## config.mk

```make
export PLATFORM = sky130hd
export DESIGN_NAME = sat_dsp_alu
export DESIGN_NICKNAME = d
export VERILOG_FILES = /design/src/rtl/sda_pkg.sv /design/src/rtl/sda_ctrl.sv /design/src/rtl/sda_datapath.sv /design/src/rtl/sat_dsp_alu.sv
export SDC_FILE = /design/constraint.sdc
export NUM_CORES = 1
export LEC_CHECK = 0
export BUFFER_PORTS_ARGS = -buffer_cell sky130_fd_sc_hd__buf_2
export CAP_MARGIN = 5
export CORE_UTILIZATION = 50
export CTS_BUF_LIST = sky130_fd_sc_hd__clkbuf_8
export CTS_CLUSTER_SIZE = 20
export DETAILED_ROUTE_END_ITERATION = 6
export GPL_TIMING_DRIVEN = 0
export PLACE_DENSITY = 0.72
export SYNTH_ARGS = -nofsm -noshare
export SYNTH_HDL_FRONTEND = slang
export SYNTH_SLANG_ARGS = --single-unit
```

## constraint.sdc

```tcl
create_clock -name clk -period 0.8 [get_ports clk]
set_input_delay 0.04 -clock clk [delete_from_list [all_inputs] [get_ports clk]]
set_output_delay 0.04 -clock clk [all_outputs]
set_load 0.02 [all_outputs]
```

## src/rtl/sda_pkg.sv

```systemverilog
package sda_pkg;
  localparam int OP_W = 5;

  localparam logic [OP_W-1:0] OPC_ADD_WRAP = 5'b00000;
  localparam logic [OP_W-1:0] OPC_ADD_CLAMP = 5'b00001;
  localparam logic [OP_W-1:0] OPC_ADD_PAIR = 5'b00010;
  localparam logic [OP_W-1:0] OPC_CLAMP_WIDE = 5'b00011;
  localparam int MUL_FLAG_BIT = 4;

  typedef struct packed {
    logic load;
    logic illegal;
    logic addWrap;
    logic addClamp;
    logic addPair;
    logic clampWide;
    logic mul;
    logic selHiA;
    logic selHiB;
    logic sgnA;
    logic sgnB;
  } sdaCtrl_t;
endpackage

```

## src/rtl/sda_ctrl.sv

```systemverilog
module sda_ctrl
  import sda_pkg::*;
(
  input  logic            opValid,
  input  logic [OP_W-1:0] opCode,
  output sdaCtrl_t        ctrl
);
  always_comb begin
    ctrl = '0;
    ctrl.load = opValid;
    if (opCode[MUL_FLAG_BIT]) begin
      ctrl.mul = 1'b1;
      ctrl.selHiA = opCode[3];
      ctrl.selHiB = opCode[2];
      ctrl.sgnA = opCode[1];
      ctrl.sgnB = opCode[0];
    end else begin
      case (opCode)
        OPC_ADD_WRAP:   ctrl.addWrap = 1'b1;
        OPC_ADD_CLAMP:  ctrl.addClamp = 1'b1;
        OPC_ADD_PAIR:   ctrl.addPair = 1'b1;
        OPC_CLAMP_WIDE: ctrl.clampWide = 1'b1;
        default:        ctrl.illegal = 1'b1;
      endcase
    end
  end
endmodule

```

## src/rtl/sda_datapath.sv

```systemverilog
module sda_datapath
  import sda_pkg::*;
#(
  parameter int DATA_W = 32,
  parameter int WIDE_W = 40,
  parameter int LANES = 2
) (
  input  logic              clk,
  input  logic              rstN,
  input  sdaCtrl_t          ctrl,
  input  logic [DATA_W-1:0] srcA,
  input  logic [DATA_W-1:0] srcB,
  input  logic [WIDE_W-1:0] wideIn,
  output logic [DATA_W-1:0] result,
  output logic              resultValid,
  output logic              illegalOp
);
  localparam int LANE_W = DATA_W / LANES;
  localparam int HALF_W = DATA_W / 2;
  localparam int MSB = DATA_W - 1;
  localparam logic [DATA_W-1:0] MAX_POS = {1'b0, {(DATA_W-1){1'b1}}};
  localparam logic [DATA_W-1:0] MAX_NEG = {1'b1, {(DATA_W-1){1'b0}}};

  logic [DATA_W-1:0] sumWrap, sumClamp, sumPair, wideClamp, mulOut, nextVal;
  logic              addOvf, wideFits;

  assign sumWrap = srcA + srcB;

  // overflow only when same-sign sources produce opposite-sign sum
  assign addOvf = (srcA[MSB] == srcB[MSB]) && (sumWrap[MSB] != srcA[MSB]);
  assign sumClamp = addOvf ? (srcA[MSB] ? MAX_NEG : MAX_POS) : sumWrap;

  for (genvar g = 0; g < LANES; g++) begin : gLane
    assign sumPair[g*LANE_W +: LANE_W] = srcA[g*LANE_W +: LANE_W] + srcB[g*LANE_W +: LANE_W];
  end

  logic [WIDE_W-DATA_W:0] wideTop;
  assign wideTop = wideIn[WIDE_W-1:DATA_W-1];
  assign wideFits = (&wideTop) | ~(|wideTop);
  assign wideClamp = wideFits ? wideIn[DATA_W-1:0] : (wideIn[WIDE_W-1] ? MAX_NEG : MAX_POS);

  logic [HALF_W-1:0] halfA, halfB;
  logic [HALF_W:0]   extA, extB;
  logic signed [DATA_W-1:0] mulA, mulB, mulProd;
  assign halfA = ctrl.selHiA ? srcA[DATA_W-1:HALF_W] : srcA[HALF_W-1:0];
  assign halfB = ctrl.selHiB ? srcB[DATA_W-1:HALF_W] : srcB[HALF_W-1:0];
  assign extA = {ctrl.sgnA & halfA[HALF_W-1], halfA};
  assign extB = {ctrl.sgnB & halfB[HALF_W-1], halfB};
  assign mulA = {{(DATA_W-HALF_W-1){extA[HALF_W]}}, extA};
  assign mulB = {{(DATA_W-HALF_W-1){extB[HALF_W]}}, extB};
  assign mulProd = mulA * mulB;
  assign mulOut = mulProd;

  always_comb begin
    nextVal = '0;
    if (ctrl.mul) nextVal = mulOut;
    else if (ctrl.addWrap) nextVal = sumWrap;
    else if (ctrl.addClamp) nextVal = sumClamp;
    else if (ctrl.addPair) nextVal = sumPair;
    else if (ctrl.clampWide) nextVal = wideClamp;
  end

  always_ff @(posedge clk or negedge rstN) begin
    if (!rstN) begin
      result <= '0;
      resultValid <= 1'b0;
      illegalOp <= 1'b0;
    end else begin
      resultValid <= ctrl.load;
      illegalOp <= ctrl.load & ctrl.illegal;
      if (ctrl.load) result <= nextVal;
    end
  end

  assert_clamp_sign_R5: assert property (@(posedge clk) disable iff (!rstN)
    ctrl.load && ctrl.addClamp && (srcA[MSB] == srcB[MSB]) |=> result[MSB] == $past(srcA[MSB]));

  assert_wide_sign_R7: assert property (@(posedge clk) disable iff (!rstN)
    ctrl.load && ctrl.clampWide |=> result[MSB] == $past(wideIn[WIDE_W-1]));

  assert_illegal_zero_R10: assert property (@(posedge clk) disable iff (!rstN)
    ctrl.load && ctrl.illegal |=> (result == '0) && illegalOp);
endmodule

```

## src/rtl/sat_dsp_alu.sv

```systemverilog
module sat_dsp_alu
  import sda_pkg::*;
#(
  parameter int DATA_W = 32,
  parameter int WIDE_W = 40
) (
  input  logic              clk,
  input  logic              rstN,
  input  logic              opValid,
  input  logic [OP_W-1:0]   opCode,
  input  logic [DATA_W-1:0] srcA,
  input  logic [DATA_W-1:0] srcB,
  input  logic [WIDE_W-1:0] wideIn,
  output logic [DATA_W-1:0] result,
  output logic              resultValid,
  output logic              illegalOp
);
  sdaCtrl_t ctrl;

  sda_ctrl ctrl_i (
    .opValid(opValid),
    .opCode(opCode),
    .ctrl(ctrl)
  );

  sda_datapath #(.DATA_W(DATA_W), .WIDE_W(WIDE_W), .LANES(2)) dp_i (
    .clk(clk),
    .rstN(rstN),
    .ctrl(ctrl),
    .srcA(srcA),
    .srcB(srcB),
    .wideIn(wideIn),
    .result(result),
    .resultValid(resultValid),
    .illegalOp(illegalOp)
  );

  assert_idle_hold_R2: assert property (@(posedge clk) disable iff (!rstN)
    !opValid |=> !resultValid && $stable(result));

  assert_illegal_pulse_R10: assert property (@(posedge clk) disable iff (!rstN)
    illegalOp |-> resultValid);

  assert_defined_quiet_R10: assert property (@(posedge clk) disable iff (!rstN)
    opValid && (opCode[4] || opCode[3:2] == 2'b00) |=> !illegalOp);
endmodule

```

After elaboration in Yosys (flattened, before gate mapping):

Index checks and enable logic that the tools add are counted.

* flip-flop bits (word level): 34
* bits of input ports: 112
* word-level logic and storage cells: 40

* add/subtract/negate cells: 3
* $mul: 1
* eq/ne operators: 5
* reductions and logical operators: 5
* bitwise operators: 5
* mux-type cells: 18

Operators with widths (number)
* 32-bit two-way mux: 9
* 16-bit adder: 2
* 32-bit adder: 1
* 17-bit by 17-bit multiplier with 32-bit output: 1
* 16-bit two-way mux: 2
* 5-bit by 2-bit == test with 1-bit output (second input constant): 2
* 5-bit two-way mux: 2
* 9-bit AND reduction: 1
* 9-bit OR reduction: 1
* 5-bit by 1-bit == test with 1-bit output (second input constant): 1
* 5-bit logical NOT: 1
* 1-bit two-way mux: 5
* 4-bit OR reduction: 1
* 1-bit bitwise AND: 3
* 1-bit == test: 1
* 1-bit logical AND: 1
* 1-bit != test: 1
* 1-bit NOT: 1
* 1-bit bitwise OR: 1

Depth between registers and ports, before layout:

* word-level depth: 9
* depth in mapped cells: 29
* depth with buffers taken out: 27

Hierarchy:

Synthesis repeated with hierarchy kept, for this count alone.

* cells, all modules: 1859
* area total of the unflattened synthesis: 15394.8 um2

By module, submodules not included
* sda_datapath: area each 15308.4 um2, cells an instance 1844, instances 1, sequential area each 850.8 um2
* sda_ctrl: area each 86.3 um2, cells an instance 15, instances 1, sequential area each 0.0 um2

Worst setup path after synthesis:

OpenSTA, ideal clock, no wires.

* path type: input to register
* start: input port opCode[4]
* end: register dp_i.result[24]
* stages on the path: 24
* arrival: 6585 ps
* required time: 663 ps
* buffers on the path: 3
* setup time: 137 ps
* path slack: -5922 ps
* cell sequence: buf_2 nand2_1 buf_1 buf_1 mux2i_1 nor2_1 fa_1 fa_1 fa_1 fa_1 fa_1 inv_1 fa_1 inv_1 ha_1 a21o_1 a21o_1 and3_1 a211o_1 a221oi_1 o21ai_0 xor2_1 a2bb2oi_1 a21oi_1

* longest elaborated chain between the ends: 8
* elaborated cells between the ends (all ways): 20
* classes of those cells: mul (1); eq/ne (3); mux (13); bitwise (2); reduce/logical (1)

Ends and longest elaborated chain
* start: declaration: line sat_dsp_alu.sv:10 `input logic [OP_W-1:0] opCode,`
* parallel branches: the longest is 7 deep, another holds 17-bit by 17-bit multiplier with 32-bit output
* 32-bit two-way mux *: line sda_datapath.sv:56 `if (ctrl.mul) nextVal = mulOut;`
* end signal: assignment: line sda_datapath.sv:71 `if (ctrl.load) result <= nextVal;`
* end: declaration: line sda_datapath.sv:14 `output logic [DATA_W-1:0] result,`

Mark *: on every way between the ends.
A chain may end at the register's enable or synchronous reset.

Final worst setup path:

* start: input port opCode[2]
* end: register dp_i.result[22]

* longest elaborated chain between the ends: 8
* elaborated cells between the ends (all ways): 18
* classes of those cells: mul (1); eq/ne (3); mux (12); bitwise (1); reduce/logical (1)

Ends and longest elaborated chain (line)
* parallel branches: the longest is 7 deep, another holds 17-bit by 17-bit multiplier with 32-bit output
* 32-bit two-way mux *: sda_datapath.sv:56

Marked as above.

==> out/metrics.cfg <==
[run_status]
outcome=finished, violations left
violations=hold timing, setup timing

[synthesis]
synthesis.nets=2327
ys.flop_type=dfrtp_1
ys_top_cells_by_count=inv_1, fa_1, nor2_1
yosysTopAreaCellShare_pct=37.55
synth-edff-count=0
synth_most_common_cell=inv_1
syn_area_per_cell_um2=8.328
synth_top_area_cell=fa_1
yosys_warnings=0
netlist-cell-type-count=74
synth_area_leaders=fa_1, ha_1, inv_1, nor2_1, dfrtp_1
netlist_area_mm2=0.01514
ys_seq_area_share_pct=5.619
ys_seq_elements=34
syn-instance-count=1818
synthArstFlopShare_pct=100.0

[setup_path]
path_class=primary input to register
worstPathRequired_ns=0.97
cp_max_fo=6
max_stage_delay_ns=0.54
cpMaxStageDelayCell=fa_1
rrSetupSlack_ns=-0.22
worst_ep_arrival_time_ns=6.35
endpoint_kind=register
r2r_end=dp_i.result[30]
reg2reg_depth=4
worstReg2RegStart=dp_i.result[30]
path_common_cell=fa_1
worstSetupStartpointType=primary input
path_cells=clkbuf_16 > nand2_8 > mux2_4 > nand2_1 > clkinvlp_4 > nand2_1 > fa_1 > fa_1 > inv_2 > fa_2 > fa_2 > fa_1 > inv_2 > fa_1 > inv_2 > ha_4 > a21oi_2 > o21ai_1 > a211o_4 > a221oi_4 > xnor2_2 > a222oi_1 > a21oi_1

[clock_tree]
clock_tree.buffer_depth=2
root_buffer=clkbuf_8
clk_pin_slew_ns=0.08
cts_sinks=34
cts_buffers=5
insertion_delay_ns=0.30
htreeDepth=2
cts_tree=yes
ctsHoldBuffers=1

[timing]
maxSlewHeadroom_pct=29.71
finalSetupViolations=66
min_period_ns=6.182
fmax_ghz=0.1618
setup_slack_ns=-5.382
rsz0062_at_grt=yes
final.setup_skew_ns=0
finalMaxSlewViolations=0
hold_viol_final=34
fin_crit_sh_pct=772.7
whs_ns=-0.1684
tightestPinTransition_ns=1.045

[final_layout]
fillers=2253
layout-drive-gt1-share_pct=30.89
multi_input_area_mm2=0.01460
finish.utilization_pct=69.16
seqCellArea_um2=850.8
design_area_mm2=0.02055
nets=2639
areaGrowthSynthToFinish_pct=35.74

[global_route]
grt_pass1_vias=15610
grt_pass1_wl_um=91160
grt.total_usage_pct=39.92
grt_max_degree=35
antenna_found_initial=1
overflow=0

[drt]
detail_route.wl_per_cell_um=24.58
drc=0
firstDrtPassIters=6
drt-initial-drc-count=1671
ant_nets=0
routed_wl_um=61970
vias_per_cell=6.096
num_vias=15370

[placement]
dpl_cell_area_mm2=0.01701
post-place-ws_ns=-6.741
place.gp.congestion=0.9797
io_buffers=139
hpwl_um=45910

[floorplan]
fp.dieH_um=176.0
coreArea_mm2=0.02972
die_w_um=176.0
ioPinCount=146
initial_core_util_pct=50.95
dieArea_mm2=0.03098
num_rows=63

[flow_run]
maxCapViolCount=0

[worst_hold_path]
hp-class=primary input to asynchronous set/reset pin

[per-layer routing]
metal  up-vias  wire, µm  GRT usage (%)
met2      1021     27930          62.70
met4         0      3798          18.88
li1       6458         -              -
met5         -         0              0
met1      7624     23050          52.37
met3       265      7190          9.001
[worst max-delay path: cells and delay by family]
family          cells  cell delay, ns
compound gates      6            1.50
xor+xnor            1            0.14
fa+ha+maj           7            3.20
buf+inv             5            0.57
mux                 1            0.39
simple gates        3            0.49
[final cells by class]
type / count / area share, %
well taps: 390 / 2.374
diodes: 1 / 0.01218
multi-input cells: 1385 / 71.05
inverters: 333 / 6.112
clock inverters: 2 / 0.07305
clock buffers: 5 / 0.3348
plain buffers: 67 / 3.397
repair buffers: 304 / 12.51
flip-flops and latches: 34 / 4.140
[how the worst max path moves through the flow]
stage | to | startpoint | cells past startpoint | slack [ns]
CTS | dp_i.result[23] | opCode[4] | 28 | -5.12
global placement | dp_i.result[23] | opCode[3] | 25 | -6.64
finish | dp_i.result[22] | opCode[2] | 23 | -5.38
floorplan | dp_i.result[24] | opCode[4] | 25 | -4.99
detailed placement | dp_i.result[23] | opCode[3] | 25 | -6.74
global route | dp_i.result[22] | opCode[4] | 26 | -5.53
[per-stage QoR]
| step | std cells | hold slack [ns] | setup TNS [ns] |
|---|---|---|---|
| after detailed placement | 2347 | 0.1619 | -170.42 |
| after global placement | 2347 | 0.1570 | -168.42 |
| after global routing | 2521 | -0.1118 | -145.31 |
| after CTS | 2494 | -0.1473 | -135.72 |
| final | 2521 | -0.1684 | -141.02 |
| after floorplan | 1818 | -0.2556 | -128.43 |
[registers in the layout, summed over array words and instances, names as in the netlist]
| signal | count |
|---|---|
| dp_i.resultValid | 1 |
| dp_i.illegalOp | 1 |
| dp_i.result | 32 |
[layout by cell type (no fill, tap or decap), types with 8 or more instances in the layout]
cell	instances
buf_4	118
a21oi_1	72
mux2_4	23
buf_12	22
o21a_1	11
a31oi_1	9
o21ai_0	47
clkbuf_1	21
fa_2	16
nand2_1	183
o21ai_2	11
buf_2	104
mux2_2	8
ha_1	84
nand2b_1	9
o211ai_1	9
a21oi_2	19
o221ai_1	16
o21bai_1	12
nor2_2	10
nor2_1	220
o21ai_1	9
dfrtp_1	34
clkbuf_8	13
ha_4	26
mux2i_4	27
and2_1	9
inv_2	29
nor3_1	13
inv_1	301
buf_6	74
a21o_1	13
nand4_1	8
nand2_2	14
fa_1	268
a21oi_4	10
xnor2_1	41
xnor2_2	10
xor2_1	18
[logic make-up after synthesis]
logic type      count (synthesis)  synth area share (%)
xor+xnor                       79                 4.570
mux                            63                 4.429
compound gates                319                 13.81
buf+inv                       402                 10.16
fa+ha+maj                     397                 46.89
simple gates                  524                 14.52
flops                          34                 5.619
[timing repair]
action,in CTS,in global routing
resized for setup,343,99
setup buffers,133,27
endpoints found under the setup margin,67,66
pin swaps,116,65
cloned,8,0
endpoints found under the hold margin,35,34
Power is left out: the tool's default activity adds up to more than one toggle a clock period on the data nets, which glitch-free logic cannot reach.
